--- src/rtl/sg_pkg.sv ---
package sg_pkg;
  typedef enum logic [1:0] {
    CMD_NONE = 2'd0,
    CMD_SET  = 2'd1,
    CMD_CLR  = 2'd2,
    CMD_WIPE = 2'd3
  } grp_cmd_e;
endpackage

--- src/rtl/sg_cmd_dec.sv ---
module sg_cmd_dec
  import sg_pkg::*;
(
  input  logic     busy,
  input  logic     set_stb,
  input  logic     clr_stb,
  input  logic     wipe_stb,
  output grp_cmd_e cmd
);
  // priority: busy gate, then chip clear, then set, then clear
  always_comb begin
    cmd = CMD_NONE;
    if (!busy) begin
      if (wipe_stb)     cmd = CMD_WIPE;
      else if (set_stb) cmd = CMD_SET;
      else if (clr_stb) cmd = CMD_CLR;
    end
  end
endmodule

--- src/rtl/sg_grp_store.sv ---
module sg_grp_store
  import sg_pkg::*;
#(
  parameter int GRP_CNT = 32,
  parameter int GRP_W   = 5,
  parameter logic [GRP_CNT-1:0] INIT_PROT = '0
) (
  input  logic               clk,
  input  logic               rst,
  input  grp_cmd_e           cmd,
  input  logic [GRP_W-1:0]   grp_idx,
  output logic [GRP_CNT-1:0] grp_q
);
  always_ff @(posedge clk) begin
    if (rst) begin
      grp_q <= INIT_PROT;
    end else begin
      unique case (cmd)
        CMD_WIPE: grp_q <= '0;
        CMD_SET:  grp_q[grp_idx] <= 1'b1;
        CMD_CLR:  grp_q[grp_idx] <= 1'b0;
        default:  grp_q <= grp_q;
      endcase
    end
  end

  // chip clear empties the whole store
  a_r4_wipe_all: assert property (@(posedge clk) disable iff (rst)
    (cmd == CMD_WIPE) |=> (grp_q == '0));
  // set leaves the addressed group protected
  a_r2_set_group: assert property (@(posedge clk) disable iff (rst)
    (cmd == CMD_SET) |=> grp_q[$past(grp_idx)]);
  // clear leaves the addressed group unprotected
  a_r3_clr_group: assert property (@(posedge clk) disable iff (rst)
    (cmd == CMD_CLR) |=> !grp_q[$past(grp_idx)]);
endmodule

--- src/rtl/sg_prot_eval.sv ---
module sg_prot_eval #(
  parameter int GRP_CNT     = 32,
  parameter int SEC_W       = 7,
  parameter int GRP_SH      = 2,
  parameter bit WP_HIGH_END = 1'b0
) (
  input  logic [GRP_CNT-1:0] grp_q,
  input  logic [SEC_W-1:0]   sector,
  input  logic               wp_n,
  input  logic               temp_unprot,
  output logic               locked
);
  localparam logic [SEC_W-1:0] BOUND_SEC = WP_HIGH_END ? {SEC_W{1'b1}} : '0;

  logic stored_bit;
  logic pin_force;

  assign stored_bit = grp_q[sector[SEC_W-1:GRP_SH]];
  assign pin_force  = !wp_n && (sector == BOUND_SEC);
  assign locked     = pin_force || (stored_bit && !temp_unprot);
endmodule

--- src/rtl/sect_guard.sv ---
module sect_guard
  import sg_pkg::*;
#(
  parameter int SECTORS     = 128,
  parameter int GROUP_SZ    = 4,
  parameter bit WP_HIGH_END = 1'b0,
  parameter logic [SECTORS/GROUP_SZ-1:0] INIT_PROT = '0
) (
  input  logic                       clk,
  input  logic                       rst,
  input  logic                       busy,
  input  logic                       set_stb,
  input  logic                       clr_stb,
  input  logic                       wipe_stb,
  input  logic [$clog2(SECTORS)-1:0] req_sector,
  input  logic                       wp_n,
  input  logic                       temp_unprot,
  input  logic [$clog2(SECTORS)-1:0] qry_sector,
  output logic                       qry_locked,
  output logic [7:0]                 stat_byte
);
  localparam int SEC_W   = $clog2(SECTORS);
  localparam int GRP_SH  = $clog2(GROUP_SZ);
  localparam int GRP_CNT = SECTORS / GROUP_SZ;
  localparam int GRP_W   = SEC_W - GRP_SH;
  localparam logic [SEC_W-1:0] BOUND_SEC = WP_HIGH_END ? {SEC_W{1'b1}} : '0;

  grp_cmd_e           cmd;
  logic [GRP_CNT-1:0] grp_bits;
  logic               locked_c;

  sg_cmd_dec u_dec (
    .busy     (busy),
    .set_stb  (set_stb),
    .clr_stb  (clr_stb),
    .wipe_stb (wipe_stb),
    .cmd      (cmd)
  );

  sg_grp_store #(
    .GRP_CNT   (GRP_CNT),
    .GRP_W     (GRP_W),
    .INIT_PROT (INIT_PROT)
  ) u_store (
    .clk     (clk),
    .rst     (rst),
    .cmd     (cmd),
    .grp_idx (req_sector[SEC_W-1:GRP_SH]),
    .grp_q   (grp_bits)
  );

  sg_prot_eval #(
    .GRP_CNT     (GRP_CNT),
    .SEC_W       (SEC_W),
    .GRP_SH      (GRP_SH),
    .WP_HIGH_END (WP_HIGH_END)
  ) u_eval (
    .grp_q       (grp_bits),
    .sector      (qry_sector),
    .wp_n        (wp_n),
    .temp_unprot (temp_unprot),
    .locked      (locked_c)
  );

  // registered query results
  always_ff @(posedge clk) begin
    if (rst) begin
      qry_locked <= 1'b0;
      stat_byte  <= 8'h00;
    end else begin
      qry_locked <= locked_c;
      stat_byte  <= {7'd0, locked_c};
    end
  end

  // busy blocks every change of the stored bits
  a_r6_busy_hold: assert property (@(posedge clk) disable iff (rst)
    busy |=> $stable(grp_bits));
  // low pin locks the boundary sector
  a_r7_wp_force: assert property (@(posedge clk) disable iff (rst)
    (!wp_n && qry_sector == BOUND_SEC) |=> qry_locked);
  // temporary unprotect leaves only the pin override
  a_r9_temp_clear: assert property (@(posedge clk) disable iff (rst)
    (temp_unprot && (wp_n || qry_sector != BOUND_SEC)) |=> !qry_locked);
  // status byte agrees with lock flag
  a_r10_stat_code: assert property (@(posedge clk) disable iff (rst)
    stat_byte == (qry_locked ? 8'h01 : 8'h00));
endmodule

--- config.mk ---
export PLATFORM = sky130hd
export DESIGN_NAME = sect_guard
export DESIGN_NICKNAME = d
export VERILOG_FILES = /design/src/rtl/sg_pkg.sv /design/src/rtl/sg_cmd_dec.sv /design/src/rtl/sg_grp_store.sv /design/src/rtl/sg_prot_eval.sv /design/src/rtl/sect_guard.sv
export SDC_FILE = /design/constraint.sdc
export NUM_CORES = 1
export LEC_CHECK = 0
export ABC_AREA = 1
export CORE_MARGIN = 2
export CORE_UTILIZATION = 50
export CTS_CLUSTER_DIAMETER = 200
export CTS_CLUSTER_SIZE = 16
export DETAILED_ROUTE_END_ITERATION = 12
export GPL_ROUTABILITY_DRIVEN = 0
export PLACE_DENSITY_LB_ADDON = 0.15
export SYNTH_ARGS = -nofsm -noshare
export SYNTH_HDL_FRONTEND = slang
export SYNTH_SLANG_ARGS = --single-unit
--- constraint.sdc ---
create_clock -name clk -period 2.1 [get_ports clk]
set_clock_uncertainty 0.15 [all_clocks]
set_input_delay 0.315 -clock clk [delete_from_list [all_inputs] [get_ports clk]]
set_output_delay 0.315 -clock clk [all_outputs]
set_load 0.02 [all_outputs]
==> flow_summary.ini, run 1 <==
[power]
ir_drop_mv = 0.412
power_leakage_nw = 0.972
power_per_cell_area_nw_per_um2 = 551

[grt]
grt_use_met1_pct = 31.5
use_met3_pct = 4.84
antenna_found_initial = 0
grtUsageMet2_pct = 38.9
grt_pass1_vias = 2060
grt.overflow.total = 0
grt_pass1_wl_um = 9550
grt_usage_pct = 23.8
grt_max_degree = 34
top_usage_layer = met2

[placed_design]
place_inst = 418
portBuffers = 21
dp_hpwl_um = 3670

[sta]
setup_violations = 0
timing.final.crit_share_pct = 91.9
rsz0062_at_grt = no
hold_viol_final = 0
layout_min_cycle_time_ns = 1.93
fmax_ghz = 0.518
final_max_slew_viol_count = 0

[logic_synthesis]
synth.avg_cell_area_um2 = 6.21
synth_top_area_share_pct = 29.8
synth_cell_types = 23
syn_area_um2 = 2220
synth_top_area_cell = dfxtp_1
synth_cells = 357
yosysSeqAreaShare_pct = 29.8
ys_warn_count = 0
synth_seq_cells = 33
ys_top_cells_by_area = dfxtp_1 30%, nand2_1 13%, o211ai_1 11%

[floorplanning]
ioPinCount = 31
die_x_um = 70.6
die_h_um = 70.6
row_count = 24
die_area_um2 = 4990
initial_core_util_pct = 51.3
fp.coreArea_um2 = 4320

[worst_setup_path]
cp_cell_sequence = clkdlybuf4s50_1 > inv_1 > a21oi_1 > inv_1 > ha_1 > inv_1 > nor2_4 > clkbuf_16 > o211ai_1 > a21oi_1
endpoint_kind = flip-flop
critPathLaunch = set_stb
crit_path_start_kind = input pin
rr_startpoint = u_store.grp_q[5]
critPathMaxFanout = 16
critPathSlowestCell = clkdlybuf4s50_1
crit_arrival_ns = 2.00
crit_required_ns = 2.17
max_stage_delay_ns = 0.45
cp_common_cell = inv_1
crit_type = input pin to flip-flop

[layout]
n_antenna_cell = 0
final_core_util_pct = 59.8
final_net_count = 399
fill_cells = 442
final_common_cell = nand2_1
seqCellArea_um2 = 661
final_cells = 427
syn2layout_area_growth_pct = 16.6
final_cell_mix = 76 x nand2_1, 47 x nor2_1, 33 x a21oi_1, 33 x dfxtp_1, 32 x o211ai_1
drive_gt1_share_pct = 8.27
multiInputGateArea_um2 = 1280

[routing]
dr_total_vias = 2328
drt_pass1_iterations = 5
wl_um = 5840
drc = 0
drt_iter0_markers = 152
vias_per_cell = 5.45
wl_per_cell_um = 13.7
ant_nets = 0

[flow_run]
cap_violations = 0

[cts]
cts_tree = done
path_clk_slew_ns = 0.07
clockBufferDepth = 2
cts_buffers = 5
ctsRootBufferMaster = clkbuf_8
cts_max_level = 2
cts_sinks = 33
clk_latency_ns = 0.29
postCtsHoldBufs = 0

[status]
status = completed

[min_path]
hold_path.class = flip-flop to flip-flop
hold_start = u_store.grp_q[3]
==> through the flow <==
stage                     hold slack [ns]  setup slack [ns]  power (mW)  setup TNS (ns)  area (µm²)
final                               0.330             0.171        1.43               0        2590
after global routing                0.344           0.00978        1.50               0        2590
after CTS                           0.331             0.181        1.42               0        2550
after detailed placement            0.319            -0.124       0.946           -2.68        2470
after global placement              0.310           -0.0872       0.945           -2.37        2470
after floorplan                     0.300             0.379       0.844               0        2240
==> worst paths after layout <==
check | cells past startpoint | slack [ns] | end
setup / recovery | 10 | 0.17 | u_store.grp_q[13]
hold reg to reg | 2 | 0.33 | u_store.grp_q[3]
hold / removal | 2 | 0.33 | u_store.grp_q[3]
setup reg to reg | 8 | 0.88 | stat_byte[0]
==> area by class of cell <==
class / instances / share of cell area (%)
Multi-Input combinational cell: 264 / 49.5
Timing Repair Buffer: 33 / 13.7
Tap cell: 52 / 2.52
Clock buffer: 6 / 2.81
Sequential cell: 33 / 25.5
Clock inverter: 2 / 0.387
Inverter: 37 / 5.47
==> cell families (layout without fill, tap and decap cells) <==
logic type,Yosys count,in the layout,share of synthesized area (%)
simple gates,153,153,27.8
compound gates,101,101,26.7
buf+inv,66,78,13.9
flops,33,33,29.8
fa+ha+maj,3,3,1.69
other cells,1,7,0.169
==> state kept, by name, indices dropped and copies added (netlist names) <==
register and flops:
stat_byte 1, u_store.grp_q 32
==> layer usage <==
| layer | vias to the layer above | routed length (µm) |
|---|---|---|
| met5 | - | 0 |
| met4 | 0 | 80 |
| met3 | 9 | 400 |
| met2 | 76 | 2740 |
| met1 | 1041 | 2620 |
| li1 | 1202 | - |
==> cell usage after synthesis, drive strengths merged <==
library cell / instances
a21boi: 1
o21ai: 33
ha: 3
nand3: 26
buf: 18
conb: 1
nor4: 1
a21oi: 35
clkbuf: 11
inv: 37
o211ai: 32
nor2: 48
dfxtp: 33
nand2: 78
==> critical path: cells and delay by family <==
kind	cells	cell delay [ns]
AO/OA/AOI/OAI	3	0.41
adder cells (fa/ha/maj)	1	0.28
buffers and inverters	5	0.84
AND/OR/NAND/NOR	1	0.16
==> repair_timing <==
| action | 4_1_cts | 5_1_grt |
|---|---|---|
| hold endpoints to repair | 0 | 0 |
| setup buffers | 0 | 0 |
| endpoints found under the setup margin | 0 | 15 |
| resized for setup | 0 | 2 |
==> power by group <==
part / internal [mW] / switching, mW / total (mW) / leakage, nW
combinational: 0.124 / 0.199 / 0.323 / 0.661
sequential: 0.629 / 0.00203 / 0.631 / 0.266
clock: 0.230 / 0.242 / 0.472 / 0.0450
total: 0.982 / 0.443 / 1.43 / 0.972
Power figures use the tool's default switching activity.
==> run 2, diff against run 1 <==
- REMOVE_ABC_BUFFERS: default -> 1
==> flow_summary.ini, run 2 (synthesis gave the netlist of run 1 again) <==
[layout]
largest-register = u_store.grp_q
final_net_count = 397
top_regs = u_store.grp_q x32, stat_byte x1
drive_gt1_share_pct = 7.53
seqCellArea_um2 = 661
final_cell_mix = 76 x nand2_1, 47 x nor2_1, 33 x a21oi_1, 33 x dfxtp_1, 32 x o211ai_1
fill_cells = 449
n_antenna_cell = 0
postLayoutCellArea_um2 = 2590
final_common_cell = nand2_1
multiInputGateArea_um2 = 1280
final_core_util_pct = 59.8
syn2layout_area_growth_pct = 16.6
largest_reg_flops = 32

[worst_setup_path]
endpoint_kind = flip-flop
crit_required_ns = 2.17
cp_common_cell = inv_1
critPathMaxFanout = 16
crit_arrival_ns = 2.01
max_stage_delay_ns = 0.46
critPathSlowestCell = clkdlybuf4s50_1
cp_cell_sequence = clkdlybuf4s50_1 > inv_1 > a21oi_1 > inv_1 > ha_1 > inv_1 > nor2_4 > clkbuf_16 > o211ai_1 > a21oi_1
crit_path_start_kind = input pin
crit_type = input pin to flip-flop

[power]
clockPowerShare_pct = 34.1
p_sw_share_pct = 30.2
power_leakage_nw = 0.966
ir_drop_mv = 0.411
internal_power_mw = 1.01
power_per_cell_area_nw_per_um2 = 560
switchingPower_uw = 438
p_seq_share_pct = 43.5
pwr-share-comb_pct = 22.4

[cts]
cts_buffers = 5
cts_tree = done
post_cts_buffers = 0
clk_latency_ns = 0.29
cts_max_level = 2
ctsResizeCount = 0
cts_sinks = 33
ctsRootBufferMaster = clkbuf_8
path_clk_slew_ns = 0.06
postCtsHoldBufs = 0
clockBufferDepth = 2

[floorplanning]
die_h_um = 70.6
row_count = 24
fp.coreArea_um2 = 4320
ioPinCount = 31
die_x_um = 70.6
die_area_um2 = 4990
initial_core_util_pct = 51.3

[sta]
fin_ws_ns = 0.163
hold_viol_final = 0
fmax_ghz = 0.516
final_max_slew_viol_count = 0
layout_min_cycle_time_ns = 1.94
timing.final.crit_share_pct = 92.2
rsz0062_at_grt = no
worst_hold_slack_ns = 0.327
setup_violations = 0

[grt]
grt_max_degree = 34
grt.overflow.total = 0
antenna_found_initial = 0
grt_usage_pct = 24.1
grt_pass1_wl_um = 9630
grt_pass1_vias = 2075

[routing]
drt_pass1_iterations = 4
drt_iter0_markers = 179
dr_total_vias = 2303
wl_per_cell_um = 13.9
ant_nets = 0
wl_um = 5910
vias_per_cell = 5.43
drc = 0

[placed_design]
dp_hpwl_um = 3620
portBuffers = 21
pre_cts_slack_ns = -0.130
place_area_um2 = 2470

[flow_run]
cap_violations = 0

[status]
status = completed

[min_path]
hold_path.class = flip-flop to flip-flop
run 2: worst paths after layout:
| check | startpoint | endpoint | slack, ns | cells past startpoint |
|---|---|---|---|---|
| worst min register to register | u_store.grp_q[3] | u_store.grp_q[3] | 0.33 | 2 |
| worst max-delay path | wipe_stb | u_store.grp_q[8] | 0.16 | 10 |
| worst min-delay path | u_store.grp_q[3] | u_store.grp_q[3] | 0.33 | 2 |
| worst max register to register | u_store.grp_q[14] | stat_byte[0] | 0.86 | 8 |
run 2: critical path: cells and delay by family:
family / cells / cell delay [ns]
compound gates: 3 / 0.41
fa+ha+maj: 1 / 0.28
buf+inv: 5 / 0.87
simple gates: 1 / 0.15
run 2: per-layer routing:
layer	GRT usage (%)	up-vias	share of wire (%)
met5	0	-	0
met4	9.22	0	1.7
met3	5.56	12	5.7
met2	38.5	62	46
met1	31.9	1030	47
li1	-	1199	-
run 2: final cells by class:
type	instances	share of cell area (%)
multi-input cells	264	49.5
inverters	37	5.46
flip-flops and latches	33	25.5
repair buffers	31	13.6
well taps	52	2.51
clock buffers	7	3.34
run 2: power by group through the flow:
stage / logic, mW / clock network [mW] / registers [mW]
finish: 0.325 / 0.495 / 0.631
global route: 0.354 / 0.532 / 0.630
CTS: 0.304 / 0.507 / 0.630
detailed placement: 0.303 / 0 / 0.645
global placement: 0.299 / 0 / 0.645
floorplan: 0.153 / 0 / 0.647
run 2: through the flow:
stage | total power, mW | cells | setup TNS (ns)
after global routing | 1.52 | 424 | 0
final | 1.45 | 424 | 0
after floorplan | 0.800 | 334 | -8.73
after CTS | 1.44 | 423 | 0
after detailed placement | 0.948 | 416 | -3.26
after global placement | 0.944 | 416 | -2.64
